**src/rtl/irq_sense_pkg.sv**
```systemverilog
package irq_sense_pkg;

  localparam int REG_ADDR_W    = 4;
  localparam int EDGE_SET_BIT  = 31;
  localparam int CFG_CNT_W     = 6;

  typedef enum logic [REG_ADDR_W-1:0] {
    REG_CFG  = 4'd0,
    REG_POL  = 4'd1,
    REG_TRIG = 4'd2,
    REG_DUAL = 4'd3,
    REG_MSET = 4'd4,
    REG_MCLR = 4'd5,
    REG_EDGE = 4'd6,
    REG_PEND = 4'd7,
    REG_MASK = 4'd8
  } regAddrE;

  typedef struct packed {
    logic maskSet;
    logic maskClr;
    logic edgeWr;
    logic edgeSet;
  } senseStrobeT;

endpackage

```
**src/rtl/irq_sense_sync.sv**
```systemverilog
module irq_sense_sync #(
  parameter int WIDTH = 32
) (
  input  logic             clk,
  input  logic             rstN,
  input  logic [WIDTH-1:0] asyncIn,
  output logic [WIDTH-1:0] syncOut
);

  logic [WIDTH-1:0] stage1;

  always_ff @(posedge clk or negedge rstN) begin
    if (!rstN) begin
      stage1  <= '0;
      syncOut <= '0;
    end else begin
      stage1  <= asyncIn;
      syncOut <= stage1;
    end
  end

endmodule

```
**src/rtl/irq_sense_ctrl.sv**
```systemverilog
module irq_sense_ctrl
  import irq_sense_pkg::*;
#(
  parameter int NUM_SRC = 32,
  parameter int DATA_W  = 32
) (
  input  logic                  clk,
  input  logic                  rstN,
  input  logic                  busWe,
  input  logic [REG_ADDR_W-1:0] busAddr,
  input  logic [DATA_W-1:0]     busWdata,
  input  logic [NUM_SRC-1:0]    pendVec,
  input  logic [NUM_SRC-1:0]    maskVec,
  output senseStrobeT           strobe,
  output logic [NUM_SRC-1:0]    polReg,
  output logic [NUM_SRC-1:0]    trigReg,
  output logic [NUM_SRC-1:0]    dualReg,
  output logic [DATA_W-1:0]     busRdata
);

  localparam logic [CFG_CNT_W-1:0] CNT_FIELD = CFG_CNT_W'(NUM_SRC / 8 - 1);

  logic [NUM_SRC-1:0] wrBits;
  assign wrBits = busWdata[NUM_SRC-1:0];

  // configuration registers: positive polarity, level trigger at reset
  always_ff @(posedge clk or negedge rstN) begin
    if (!rstN) begin
      polReg  <= '1;
      trigReg <= '0;
      dualReg <= '0;
    end else if (busWe) begin
      if (busAddr == REG_POL)  polReg  <= wrBits;
      if (busAddr == REG_TRIG) trigReg <= wrBits;
      if (busAddr == REG_DUAL) dualReg <= wrBits;
    end
  end

  // strobes towards the datapath
  always_comb begin
    strobe.maskSet = busWe && (busAddr == REG_MSET);
    strobe.maskClr = busWe && (busAddr == REG_MCLR);
    strobe.edgeWr  = busWe && (busAddr == REG_EDGE);
    strobe.edgeSet = busWdata[EDGE_SET_BIT];
  end

  // read mux
  always_comb begin
    busRdata = '0;
    case (busAddr)
      REG_CFG:  busRdata[CFG_CNT_W-1:0] = CNT_FIELD;
      REG_POL:  busRdata[NUM_SRC-1:0]   = polReg;
      REG_TRIG: busRdata[NUM_SRC-1:0]   = trigReg;
      REG_DUAL: busRdata[NUM_SRC-1:0]   = dualReg;
      REG_PEND: busRdata[NUM_SRC-1:0]   = pendVec;
      REG_MASK: busRdata[NUM_SRC-1:0]   = maskVec;
      default:  busRdata = '0;
    endcase
  end

endmodule

```
**src/rtl/irq_sense_dp.sv**
```systemverilog
module irq_sense_dp
  import irq_sense_pkg::*;
#(
  parameter int NUM_SRC = 32,
  parameter int IDX_W   = $clog2(NUM_SRC)
) (
  input  logic               clk,
  input  logic               rstN,
  input  logic [NUM_SRC-1:0] srcIn,
  input  logic [NUM_SRC-1:0] polReg,
  input  logic [NUM_SRC-1:0] trigReg,
  input  logic [NUM_SRC-1:0] dualReg,
  input  senseStrobeT        strobe,
  input  logic [NUM_SRC-1:0] wrBits,
  input  logic [IDX_W-1:0]   edgeIdx,
  output logic [NUM_SRC-1:0] pendVec,
  output logic [NUM_SRC-1:0] maskVec,
  output logic [NUM_SRC-1:0] activeVec
);

  logic [NUM_SRC-1:0] syncQ;
  logic [NUM_SRC-1:0] prevQ;
  logic [NUM_SRC-1:0] edgePend;

  irq_sense_sync #(.WIDTH(NUM_SRC)) u_sync (
    .clk     (clk),
    .rstN    (rstN),
    .asyncIn (srcIn),
    .syncOut (syncQ)
  );

  always_ff @(posedge clk or negedge rstN) begin
    if (!rstN) prevQ <= '0;
    else       prevQ <= syncQ;
  end

  // enable bits: changed only by set and clear strobes
  always_ff @(posedge clk or negedge rstN) begin
    if (!rstN) begin
      maskVec <= '0;
    end else begin
      maskVec <= (maskVec | (strobe.maskSet ? wrBits : '0))
                 & ~(strobe.maskClr ? wrBits : '0);
    end
  end

  for (genvar i = 0; i < NUM_SRC; i++) begin : g_src
    logic lvlNow;
    logic lvlPrev;
    logic hitEdge;
    logic swSet;
    logic swClr;

    assign lvlNow  = syncQ[i] ~^ polReg[i];
    assign lvlPrev = prevQ[i] ~^ polReg[i];
    assign hitEdge = dualReg[i] ? (syncQ[i] ^ prevQ[i]) : (lvlNow & ~lvlPrev);
    assign swSet   = strobe.edgeWr && strobe.edgeSet  && (edgeIdx == IDX_W'(i));
    assign swClr   = strobe.edgeWr && !strobe.edgeSet && (edgeIdx == IDX_W'(i));

    always_ff @(posedge clk or negedge rstN) begin
      if (!rstN)                 edgePend[i] <= 1'b0;
      else if (!trigReg[i])      edgePend[i] <= 1'b0;
      else if (hitEdge || swSet) edgePend[i] <= 1'b1;
      else if (swClr)            edgePend[i] <= 1'b0;
    end

    assign pendVec[i] = trigReg[i] ? edgePend[i] : lvlNow;
  end

  assign activeVec = pendVec & maskVec;

endmodule

```
**src/rtl/irq_sense_bank.sv**
```systemverilog
module irq_sense_bank
  import irq_sense_pkg::*;
#(
  parameter int NUM_SRC = 32,
  parameter int DATA_W  = 32
) (
  input  logic                  clk,
  input  logic                  rstN,
  input  logic [NUM_SRC-1:0]    srcIn,
  input  logic                  busWe,
  input  logic [REG_ADDR_W-1:0] busAddr,
  input  logic [DATA_W-1:0]     busWdata,
  output logic [DATA_W-1:0]     busRdata,
  output logic [NUM_SRC-1:0]    pendVec,
  output logic [NUM_SRC-1:0]    maskVec,
  output logic [NUM_SRC-1:0]    activeVec
);

  localparam int IDX_W = $clog2(NUM_SRC);

  senseStrobeT        strobe;
  logic [NUM_SRC-1:0] polReg;
  logic [NUM_SRC-1:0] trigReg;
  logic [NUM_SRC-1:0] dualReg;

  irq_sense_ctrl #(.NUM_SRC(NUM_SRC), .DATA_W(DATA_W)) u_ctrl (
    .clk      (clk),
    .rstN     (rstN),
    .busWe    (busWe),
    .busAddr  (busAddr),
    .busWdata (busWdata),
    .pendVec  (pendVec),
    .maskVec  (maskVec),
    .strobe   (strobe),
    .polReg   (polReg),
    .trigReg  (trigReg),
    .dualReg  (dualReg),
    .busRdata (busRdata)
  );

  irq_sense_dp #(.NUM_SRC(NUM_SRC), .IDX_W(IDX_W)) u_dp (
    .clk       (clk),
    .rstN      (rstN),
    .srcIn     (srcIn),
    .polReg    (polReg),
    .trigReg   (trigReg),
    .dualReg   (dualReg),
    .strobe    (strobe),
    .wrBits    (busWdata[NUM_SRC-1:0]),
    .edgeIdx   (busWdata[IDX_W-1:0]),
    .pendVec   (pendVec),
    .maskVec   (maskVec),
    .activeVec (activeVec)
  );

endmodule

```
**config.mk**
```make
export PLATFORM = sky130hd
export DESIGN_NAME = irq_sense_bank
export DESIGN_NICKNAME = d
export VERILOG_FILES = /design/src/rtl/irq_sense_pkg.sv /design/src/rtl/irq_sense_sync.sv /design/src/rtl/irq_sense_ctrl.sv /design/src/rtl/irq_sense_dp.sv /design/src/rtl/irq_sense_bank.sv
export SDC_FILE = /design/constraint.sdc
export NUM_CORES = 1
export LEC_CHECK = 0
export CORE_MARGIN = 4
export CORE_UTILIZATION = 48
export DETAILED_ROUTE_END_ITERATION = 6
export HOLD_SLACK_MARGIN = 0.15
export PLACE_DENSITY_LB_ADDON = 0.1
export SKIP_CTS_REPAIR_TIMING = 1
export SYNTH_ARGS = -nofsm -noshare
export SYNTH_HDL_FRONTEND = slang
export SYNTH_SLANG_ARGS = --single-unit
```
**constraint.sdc**
```tcl
create_clock -name clk -period 1.6 [get_ports clk]
set_input_delay 0.16 -clock clk [delete_from_list [all_inputs] [get_ports clk]]
set_output_delay 0.16 -clock clk [all_outputs]
set_load 0.02 [all_outputs]
```
* Word level (Yosys, flattened, before mapping)
Cells that the tools add are included. W data, S select, Z words.
Operators by class: equal/unequal tests 71, bitwise operators 164, muxes and demuxes 164, reduce and logical (&&, ||, !) cells 107
Operators by type and width (count):
- $mux W1 | 160
- $pmux W26 S5 | 1
- $ne A3 B1 Y1 const B | 32
- $eq A5 B5 Y1 const B | 16
- $logic_and A1 B1 Y1 | 69
- $and A32 B32 Y32 | 2
- $mux W32 | 2
- $xnor A1 B1 Y1 | 64
- $eq A5 B4 Y1 const B | 8
- $pmux W6 S6 | 1
- $and A1 B1 Y1 | 32
- $logic_or A1 B1 Y1 | 32
- $not A1 Y1 | 32
- $not A32 Y32 | 1
- $or A32 B32 Y32 | 1
- $xor A1 B1 Y1 | 32
- $eq A5 B3 Y1 const B | 4
- $eq A4 B3 Y1 const B | 4
- $eq A5 B2 Y1 const B | 2
- $eq A4 B2 Y1 const B | 2
- $reduce_and A2 Y1 | 3
- $eq A5 B1 Y1 const B | 1
- $logic_not A5 Y1 | 1
- $eq A4 B1 Y1 const B | 1
- 3 further kinds | 3
Storage, ports and cells: bits in registers 256, output and inout bits 128

* Logic depth before layout (Yosys ltp)
Gate-level depths: netlist of run 1.
depth after elaboration 7, depth in mapped cells 6

* By module
A second synthesis of run 1 with hierarchy kept.
Unflattened totals: cells, all modules 1045, area, all modules 12132.9 µm²
By module, submodules not included:
- irq_sense_dp | area an instance 5267.6 µm², seq. area each 2402.3 µm², times used 1, cells an instance 577
- irq_sense_ctrl | area an instance 5263.8 µm², seq. area each 2442.3 µm², times used 1, cells an instance 404
- irq_sense_sync | area an instance 1601.5 µm², seq. area each 1601.5 µm², times used 1, cells an instance 64

* Worst setup path before layout of run 1
OpenSTA, ideal clock, no wires.
kind flip-flop to output port, start register u_ctrl.polReg[1], end output busRdata[1], setup slack -0.109 ns, data required time 1.440 ns, cell stages (with the launch flop) 4, path buffers 0, arrival 1.549 ns, path through dfstp_2 > xor2_1 > o21ai_0 > a221o_1
On the way: cells in the longest elaborated chain, start to end 3
RTL lines:
- start: declaration | line irq_sense_ctrl.sv:15 | output logic [NUM_SRC-1:0] polReg,
- start signal: assignment | line irq_sense_ctrl.sv:33 | if (busAddr == REG_POL) polReg <= wrBits;
- $xnor A1 B1 Y1 | line irq_sense_dp.sv:54 | assign lvlNow = syncQ[i] ~^ polReg[i];
- $mux W1 | line irq_sense_dp.sv:67 | assign pendVec[i] = trigReg[i] ? edgePend[i] : lvlNow;
- net pendVec[1] | line irq_sense_bank.sv:14 | output logic [NUM_SRC-1:0] pendVec,
- $pmux W6 S6 | line irq_sense_ctrl.sv:50 | case (busAddr)
- end: declaration | line irq_sense_bank.sv:13 | output logic [DATA_W-1:0] busRdata,
The timed path passes the listed nets, and every way through them passes these cells.

* Final worst setup path of run 1
start register u_ctrl.polReg[0], end output busRdata[0]
On the way: cells in the longest elaborated chain, start to end 3
RTL lines (line):
- $xnor A1 B1 Y1 | irq_sense_dp.sv:54
- $mux W1 | irq_sense_dp.sv:67
- $pmux W6 S6 * | irq_sense_ctrl.sv:50
Every way passes the cells marked *; elsewhere a longest branch is shown, timed or not.

==> results of run 1 <==
layer usage:
layer  GRT usage, %  wire length [um]  vias to the layer above
met3          5.642              2198                       53
met1          33.75             15680                     5073
met2          41.14             17750                      309
li1               -                 -                     4630
met4          7.496               795                        4
met5              0                26                        -
cells in the mapped netlist, types with 34 or more instances:
library cell  number  area (um^2)
mux2_2            60        675.7
a31oi_1           64        400.4
inv_1             34        127.6
dfrtp_1          224         5605
a22o_1            62        543.0
mux2_1            36        405.4
nor2b_1           34        212.7
nand2_1           34        127.6
where the power goes:
group	switching [uW]	total, uW	internal [uW]
combinational	3300	7130	3830
sequential	946	8610	7660
clock	2540	6600	4060
total	6780	22300	15600
through the flow:
step                      std cells  setup TNS, ns  area, um^2
after detailed placement       1689        -100.15       15900
after floorplan                1015              0       11960
after global placement         1689         -95.68       15900
final                          1784         -20.43       17760
after CTS                      1742         -78.55       16860
after global routing           1784         -26.30       17760
kinds of logic (layout without fill, tap and decap cells):
logic type / Yosys count / in the layout / share of synthesized area (%)
xor+xnor: 32 / 32 / 2.344
mux: 96 / 96 / 9.041
flops: 256 / 256 / 53.91
other cells: 0 / 2 / 0
compound gates: 320 / 320 / 19.73
buf+inv: 100 / 543 / 3.558
simple gates: 211 / 211 / 11.42
sequential cells by signal, indices dropped and copies added, names as in the netlist:
signal,flops
u_ctrl.dualReg,32
u_ctrl.polReg,32
u_ctrl.trigReg,32
u_dp.edgePend,32
u_dp.maskVec,32
u_dp.prevQ,32
u_dp.u_sync.stage1,32
u_dp.u_sync.syncOut,32
critical path: stages, from the launching register on:
cell and delay (ns):
dfstp_2 0.55, xor2_2 0.16, o21ai_2 0.10, a221o_1 0.33, buf_6 0.14
worst max path at each step:
stage	startpoint	cells past startpoint	end
global route	u_ctrl.polReg[0]	4	busRdata[0]
detailed placement	busAddr[1]	6	busRdata[30]
floorplan	busAddr[3]	6	busRdata[10]
finish	u_ctrl.polReg[0]	4	busRdata[0]
CTS	busAddr[1]	6	busRdata[5]
global placement	busAddr[1]	6	busRdata[12]
cell type report:
type	count	area (um^2)	share of cell area [%]
diodes	2	5.005	0.02818
clock buffers	48	887.1	4.995
clock inverters	5	75.07	0.4227
inverters	34	127.6	0.7187
multi-input cells	659	5458	30.73
flip-flops and latches	256	6446	36.30
well taps	324	405.4	2.283
repair buffers	456	4354	24.52
==> impl_metrics.py, run 1 <==
metrics = {
    "run_status": {
        "status": "finished with violations",
        "violations": "setup timing",
    },
    "synthesis": {
        "synth-edff-count": 0,
        "ys.flop_type": "dfrtp_1",
        "synth_cell_types": 44,
        "synth_nets": 1086,
        "synth_cells": 1015,
        "syn-cell-area_mm2": 0.01196,
        "seq_area_frac_synth_pct": 53.91,
        "syn_area_per_cell_um2": 11.78,
        "ys_ff_latch": 256,
        "yosysWarningCount": 0,
        "synthArstFlopShare_pct": 100.0,
    },
    "global_route": {
        "track_usage_pct": 25.12,
        "grt_max_degree": 50,
        "grt_pass1_vias": 10180,
        "antenna_found_initial": 4,
        "grt_remaining_overflow": 0,
        "grt_pass1_wl_um": 56260,
    },
    "critical_path": {
        "r2r-start": "u_ctrl.polReg[28]",
        "rr_endpoint": "u_dp.edgePend[28]",
        "crit_required_ns": 1.44,
        "crit_path_end_kind": "output pin",
        "rrSetupSlack_ns": 0.36,
        "startpoint_type": "flip-flop",
        "cp_max_fo": 3,
        "cp.arrival_ns": 1.82,
        "r2r_cells": 4,
        "path_class": "flip-flop to output pin",
    },
    "floorplan": {
        "initial_core_util_pct": 49.03,
        "chipHeight_um": 165.8,
        "coreArea_mm2": 0.02439,
        "fp.dieArea_mm2": 0.02750,
        "rows": 57,
        "boundaryPins": 199,
        "die_w_um": 165.8,
    },
    "drt": {
        "dr.pass1.iters": 5,
        "viasPerCell": 5.644,
        "ant_nets": 0,
        "vias": 10070,
        "drt_iter0_drc": 763,
        "wl_per_cell_um": 20.43,
        "routed_wl_um": 36450,
        "drc_errors": 0,
    },
    "clock_network": {
        "tritoncts": "yes",
        "cts_root_buffer": "clkbuf_16",
        "cts_htree_levels": 1,
        "cts_sinks": 256,
        "cts_buffers": 29,
        "path_clk_slew_ns": 0.06,
        "clockBufferDepth": 3,
        "clk_latency_ns": 0.53,
    },
    "sta": {
        "finalClockSkew_ns": 0.007544,
        "worstMarginPinSlew_ns": 0.5280,
        "hold_slack_ns": 0.1740,
        "setup_violations": 96,
        "hold_viol_final": 0,
        "fin_crit_ns": 1.976,
        "max_freq_ghz": 0.5060,
        "finalCritPeriodShare_pct": 123.5,
        "rsz0062_at_grt": "yes",
        "max_slew_margin_pct": 64.30,
        "worst_slack_ns": -0.3763,
        "slew_violations": 0,
    },
    "layout": {
        "drive_gt1_share_pct": 39.51,
        "fillers": 1778,
        "final_cell_mix": "224 x dfrtp_1, 220 x buf_4, 84 x buf_6",
        "final_util_pct": 72.81,
        "nets": 1507,
        "area_growth_pct": 48.51,
        "final_common_cell": "dfrtp_1",
    },
    "power": {
        "peakVddDrop_mv": 0.9493,
        "p_leak_uw": 0.008345,
        "powerDensity_mw_per_mm2": 1258,
        "finalPower_uw": 22330,
    },
    "place": {
        "gp_congestion": 0.9161,
        "portBuffers": 198,
        "place_ws_ns": -0.8952,
        "dp_hpwl_um": 25880,
    },
    "flow_run": {
        "cap_violations": 0,
    },
    "hold_path": {
        "hold_path_class": "primary input to asynchronous set/reset pin",
    },
}
Power figures use the tool's default switching activity.
==> inputs of run 2 (changes only) <==
- SETUP_SLACK_MARGIN: unset -> 0.15
==> run 2 against run 1 <==
The flow still finishes with violations (setup timing). Utilization grew 0.36 points. Clock power up 3.3%. Sequential cell count is the same. Die area unchanged. Clock skew grew 0.0018 ns. Power is 1.5% higher. Critical path type unchanged. Sequential share of layout area fell by 0.18 points. Critical endpoint is now busRdata[1]. Clock-buffer cell count down 4.
==> impl_metrics.py, run 2 (synthesis gave the netlist of run 1 again) <==
metrics = {
    "flow_run": {
        "cap_violations": 0,
    },
    "critical_path": {
        "cp_top_family": "flip-flops",
        "cp.arrival_ns": 1.84,
        "cp.depth": 4,
        "crit_required_ns": 1.44,
        "cp_max_fo": 2,
        "crit_buf_inv": 1,
        "critPathMaxStageDelay_ns": 0.55,
        "cpMaxStageDelayCell": "dfstp_2",
        "r2r_cells": 4,
        "startpoint_type": "flip-flop",
        "cp_cell_sequence": "xor2_2, o21ai_2, a221o_1, buf_2",
        "crit_path_end_kind": "output pin",
        "path_class": "flip-flop to output pin",
    },
    "drt": {
        "routed_wl_um": 37550,
        "wl_per_cell_um": 20.95,
        "drc_errors": 0,
        "viasPerCell": 5.637,
        "ant_nets": 0,
        "vias": 10100,
        "dr.pass1.iters": 5,
        "drt_iter0_drc": 722,
    },
    "global_route": {
        "grt_most_used_layer": "met2",
        "grt_pass1_vias": 10250,
        "track_usage_pct": 25.12,
        "grt_pass1_wl_um": 56550,
        "antenna_found_initial": 1,
        "grt_remaining_overflow": 0,
        "grt_max_degree": 76,
        "met2_usage_pct": 42.56,
        "met1_usage_pct": 34.50,
        "grt_use_met3_pct": 3.499,
    },
    "place": {
        "portBuffers": 198,
        "dp_hpwl_um": 25790,
        "gp_congestion": 0.8728,
        "dp.cells": 1696,
    },
    "layout": {
        "drive_gt1_share_pct": 42.10,
        "stdcell_count": 1792,
        "nets": 1518,
        "final_util_pct": 73.17,
        "seq_area_mm2": 0.006446,
        "final_common_cell": "dfrtp_1",
        "multi_input_area_mm2": 0.005550,
        "final_cell_mix": "224 x dfrtp_1, 210 x buf_4, 78 x buf_6",
        "fillers": 1764,
        "diodes": 0,
        "area_growth_pct": 49.24,
    },
    "sta": {
        "finalClockSkew_ns": 0.009386,
        "max_freq_ghz": 0.5002,
        "rsz0062_at_grt": "yes",
        "hold_viol_final": 0,
        "setup_violations": 96,
        "max_slew_margin_pct": 37.18,
        "fin_crit_ns": 1.999,
        "hold_slack_ns": 0.1214,
        "worstMarginPinSlew_ns": 0.9393,
        "fin_setup_tns_ns": -22.83,
        "slew_violations": 0,
        "worst_slack_ns": -0.3991,
        "finalCritPeriodShare_pct": 124.9,
    },
    "clock_network": {
        "cts_htree_levels": 1,
        "tritoncts": "yes",
        "cts_root_buffer": "clkbuf_16",
        "cts_buffers": 28,
        "clk_latency_ns": 0.54,
        "path_clk_slew_ns": 0.06,
        "clockBufferDepth": 3,
        "cts_sinks": 256,
    },
    "run_status": {
        "violations": "setup timing",
        "status": "finished with violations",
    },
    "floorplan": {
        "initial_core_util_pct": 49.03,
        "rows": 57,
        "boundaryPins": 199,
        "die_w_um": 165.8,
        "chipHeight_um": 165.8,
        "coreArea_mm2": 0.02439,
        "fp.dieArea_mm2": 0.02750,
    },
    "hold_path": {
        "hold_depth": 2,
        "hold_path_class": "primary input to flip-flop",
    },
    "power": {
        "peakVddDrop_mv": 0.9526,
        "powerDensity_mw_per_mm2": 1270,
        "p_leak_uw": 0.008320,
    },
}
-- run 2: power by group --
| part | internal (uW) | switching [uW] | total (uW) |
|---|---|---|---|
| registers | 7660 | 921 | 8580 |
| clock network | 4270 | 2550 | 6820 |
| logic | 3900 | 3370 | 7270 |
| total | 15800 | 6840 | 22700 |
-- run 2: metal layers --
layer / vias to the layer above / part of all wire (%)
met5: - / 0.035
met4: 2 / 2.9
met3: 69 / 5.2
met2: 319 / 49
met1: 5067 / 43
li1: 4644 / -
-- run 2: worst paths after layout --
path / from / slack, ns / endpoint
worst max-delay path: u_ctrl.polReg[1] / -0.40 / busRdata[1]
min in group asynchronous: rstN / 0.20 / u_ctrl.polReg[8]
worst min-delay path: busWdata[31] / 0.12 / u_ctrl.dualReg[31]
worst min register to register: u_dp.u_sync.stage1[17] / 0.35 / u_dp.u_sync.syncOut[17]
worst max register to register: u_ctrl.polReg[28] / 0.35 / u_dp.edgePend[28]
max in group asynchronous: rstN / 0.04 / u_ctrl.trigReg[2]
-- run 2: through the flow --
stage          worst slack (ns)  power [uW]  instance area [um^2]
2_1_floorplan            0.1501       11820                 12140
3_3_place_gp            -0.8438       15380                 16080
3_5_place_dp            -0.8815       15580                 16080
4_1_cts                 -0.9076       22460                 17070
5_1_grt                 -0.4679       23760                 17850
6_report                -0.3991       22670                 17850
-- run 2: final cells by class --
type	count	share of cell area (%)
tap	324	2.272
inverter	34	0.7151
multi-input combinational	659	31.10
timing repair buffer	468	24.26
clock inverter	7	0.7572
clock buffer	44	4.775
sequential	256	36.12
-- run 2: worst register-to-register path, stage by stage, from the launching register on --
cell	delay, ns
dfstp_2	0.55
buf_4	0.13
nand2b_1	0.06
a22oi_1	0.26
a31oi_1	0.11
==> inputs of run 3 (changes only) <==
--- a/constraint.sdc
+++ b/constraint.sdc
@@ -3,2 +3,2 @@
 set_output_delay 0.16 -clock clk [all_outputs]
-set_load 0.02 [all_outputs]
+set_load 0.1 [all_outputs]
==> run 3 against run 2 <==
Die area is the same. Clock power is 8.1% lower. Final cell count decreased by 4.2%. Clock skew decreased by 0.0031 ns. Critical path depth unchanged. Global-route usage up 0.84 points. Worst setup slack lost 0.11 ns. The flow still finishes with violations (setup timing). Combinational power rose by 91%. Largest power group is now combinational cells. Register-to-register slack about the same.
==> impl_metrics.py, run 3 (synthesis gave the netlist of run 1 again) <==
metrics = {
    "global_route": {
        "antenna_found_initial": 1,
        "grt_pass1_wl_um": 57880,
        "grt_max_degree": 54,
        "grt_pass1_vias": 10240,
        "track_usage_pct": 25.96,
        "grt_remaining_overflow": 0,
    },
    "sta": {
        "fin_crit_ns": 2.106,
        "rsz0062_at_grt": "yes",
        "slew_violations": 0,
        "max_slew_margin_pct": 67.90,
        "setup_violations": 96,
        "max_freq_ghz": 0.4749,
        "hold_viol_final": 0,
        "finalCritPeriodShare_pct": 131.6,
        "finalClockSkew_ns": 0.006306,
        "worstMarginPinSlew_ns": 0.4750,
        "fin_setup_tns_ns": -33.10,
        "worst_slack_ns": -0.5057,
    },
    "power": {
        "powerDensity_mw_per_mm2": 1497,
        "p_leak_uw": 0.008271,
        "peakVddDrop_mv": 1.176,
    },
    "place": {
        "place_ws_ns": -0.5395,
        "dp_hpwl_um": 25850,
        "portBuffers": 198,
        "gp_congestion": 0.8676,
    },
    "clock_network": {
        "clk_latency_ns": 0.53,
        "cts_sinks": 256,
        "cts_root_buffer": "clkbuf_16",
        "path_clk_slew_ns": 0.06,
        "cts_htree_levels": 1,
        "tritoncts": "yes",
        "cts_buffers": 28,
        "clockBufferDepth": 3,
    },
    "run_status": {
        "violations": "setup timing",
        "status": "finished with violations",
    },
    "layout": {
        "final_cell_mix": "213 x dfrtp_1, 152 x buf_12, 98 x buf_4",
        "area_growth_pct": 62.93,
        "final_common_cell": "dfrtp_1",
        "nets": 1443,
        "drive_gt1_share_pct": 45.11,
        "diodes": 0,
        "fillers": 1407,
    },
    "drt": {
        "vias": 10070,
        "top_layer": "met5",
        "drc_errors": 0,
        "wl_per_cell_um": 22.29,
        "viasPerCell": 5.867,
        "wl_met2_um": 19290,
        "ant_nets": 0,
        "dr.pass1.iters": 7,
        "wl_met1_um": 15240,
        "route.met3.wl_um": 2515,
        "drt_iter0_drc": 850,
        "routed_wl_um": 38260,
    },
    "critical_path": {
        "crit_buf_inv": 1,
        "cp_max_fo": 2,
        "cp_top_family": "flip-flops",
        "rr_endpoint": "u_dp.edgePend[6]",
        "critPathMaxStageDelay_ns": 0.55,
        "rrSetupSlack_ns": 0.35,
        "crit_required_ns": 1.44,
        "crit_path_end_kind": "output pin",
        "path_class": "flip-flop to output pin",
        "startpoint_type": "flip-flop",
        "cp.arrival_ns": 1.95,
        "r2r_cells": 3,
        "r2r-start": "u_ctrl.polReg[6]",
        "cp_cell_sequence": "xor2_2, o21ai_4, a221o_4, buf_12",
        "cpMaxStageDelayCell": "dfstp_2",
    },
    "floorplan": {
        "boundaryPins": 199,
        "coreArea_mm2": 0.02439,
        "rows": 57,
        "die_w_um": 165.8,
        "chipHeight_um": 165.8,
        "fp.dieArea_mm2": 0.02750,
        "initial_core_util_pct": 49.03,
    },
    "flow_run": {
        "cap_violations": 0,
    },
    "hold_path": {
        "hold_path_class": "primary input to asynchronous set/reset pin",
    },
}
## run 3: changes by cell type in the layout (fill, tap and decap cells not counted), moves of 11 or more
cell,previous run,this run
buf_12,15,152
buf_4,210,98
buf_6,78,34
o21ai_2,32,0
o21ai_4,0,32
a211o_1,30,0
a211o_4,0,30
clkbuf_2,23,0
buf_2,18,0
dlymetal6s2s_1,23,5
dfrtp_1,224,213
dfrtp_2,0,11
## run 3: metal layers
layer,vias to the layer above,GRT usage (%)
met3,91,4.118
met5,-,0
met4,2,7.066
met2,380,44.23
li1,4489,-
met1,5106,34.87
## run 3: per-stage QoR
| stage | cells | total power [uW] | utilization [%] | instance area, um^2 | hold slack (ns) |
|---|---|---|---|---|---|
| 6_report | 1716 | 29160 | 79.88 | 19480 | 0.1526 |
| 5_1_grt | 1716 | 30230 | 79.88 | 19480 | 0.1887 |
| 4_1_cts | 1627 | 28350 | 74.99 | 18290 | -0.4360 |
| 3_3_place_gp | 1577 | 21780 | 71.32 | 17400 | 0.1256 |
| 2_1_floorplan | 1015 | 17200 | - | 12940 | -0.1356 |
| 3_5_place_dp | 1577 | 22020 | 71.32 | 17400 | 0.1293 |
## run 3: power breakdown
part,internal (uW),switching [uW],total [uW]
Clock,3750,2530,6270
Sequential,7670,1370,9030
Combinational,5770,8090,13900
Total,17200,12000,29200
## run 3: cell type report
| cell class | instances | area [um^2] | share of cell area [%] |
|---|---|---|---|
| sequential | 256 | 6460 | 33.16 |
| multi-input combinational | 659 | 6275 | 32.21 |
| timing repair buffer | 393 | 5320 | 27.31 |
| clock buffer | 46 | 849.6 | 4.361 |
| tap | 324 | 405.4 | 2.081 |
| inverter | 34 | 127.6 | 0.6551 |
| clock inverter | 4 | 45.04 | 0.2312 |
## run 3: how the worst max path moves through the flow
stage	from	end	slack, ns	cells after the start
3_5_place_dp	busAddr[0]	busRdata[3]	-0.54	7
3_3_place_gp	busAddr[0]	busRdata[30]	-0.54	7
6_report	u_ctrl.polReg[1]	busRdata[1]	-0.51	4
5_1_grt	u_ctrl.polReg[27]	busRdata[27]	-0.54	4
4_1_cts	u_ctrl.polReg[1]	busRdata[1]	-0.58	4
2_1_floorplan	u_ctrl.polReg[0]	busRdata[0]	-0.29	3
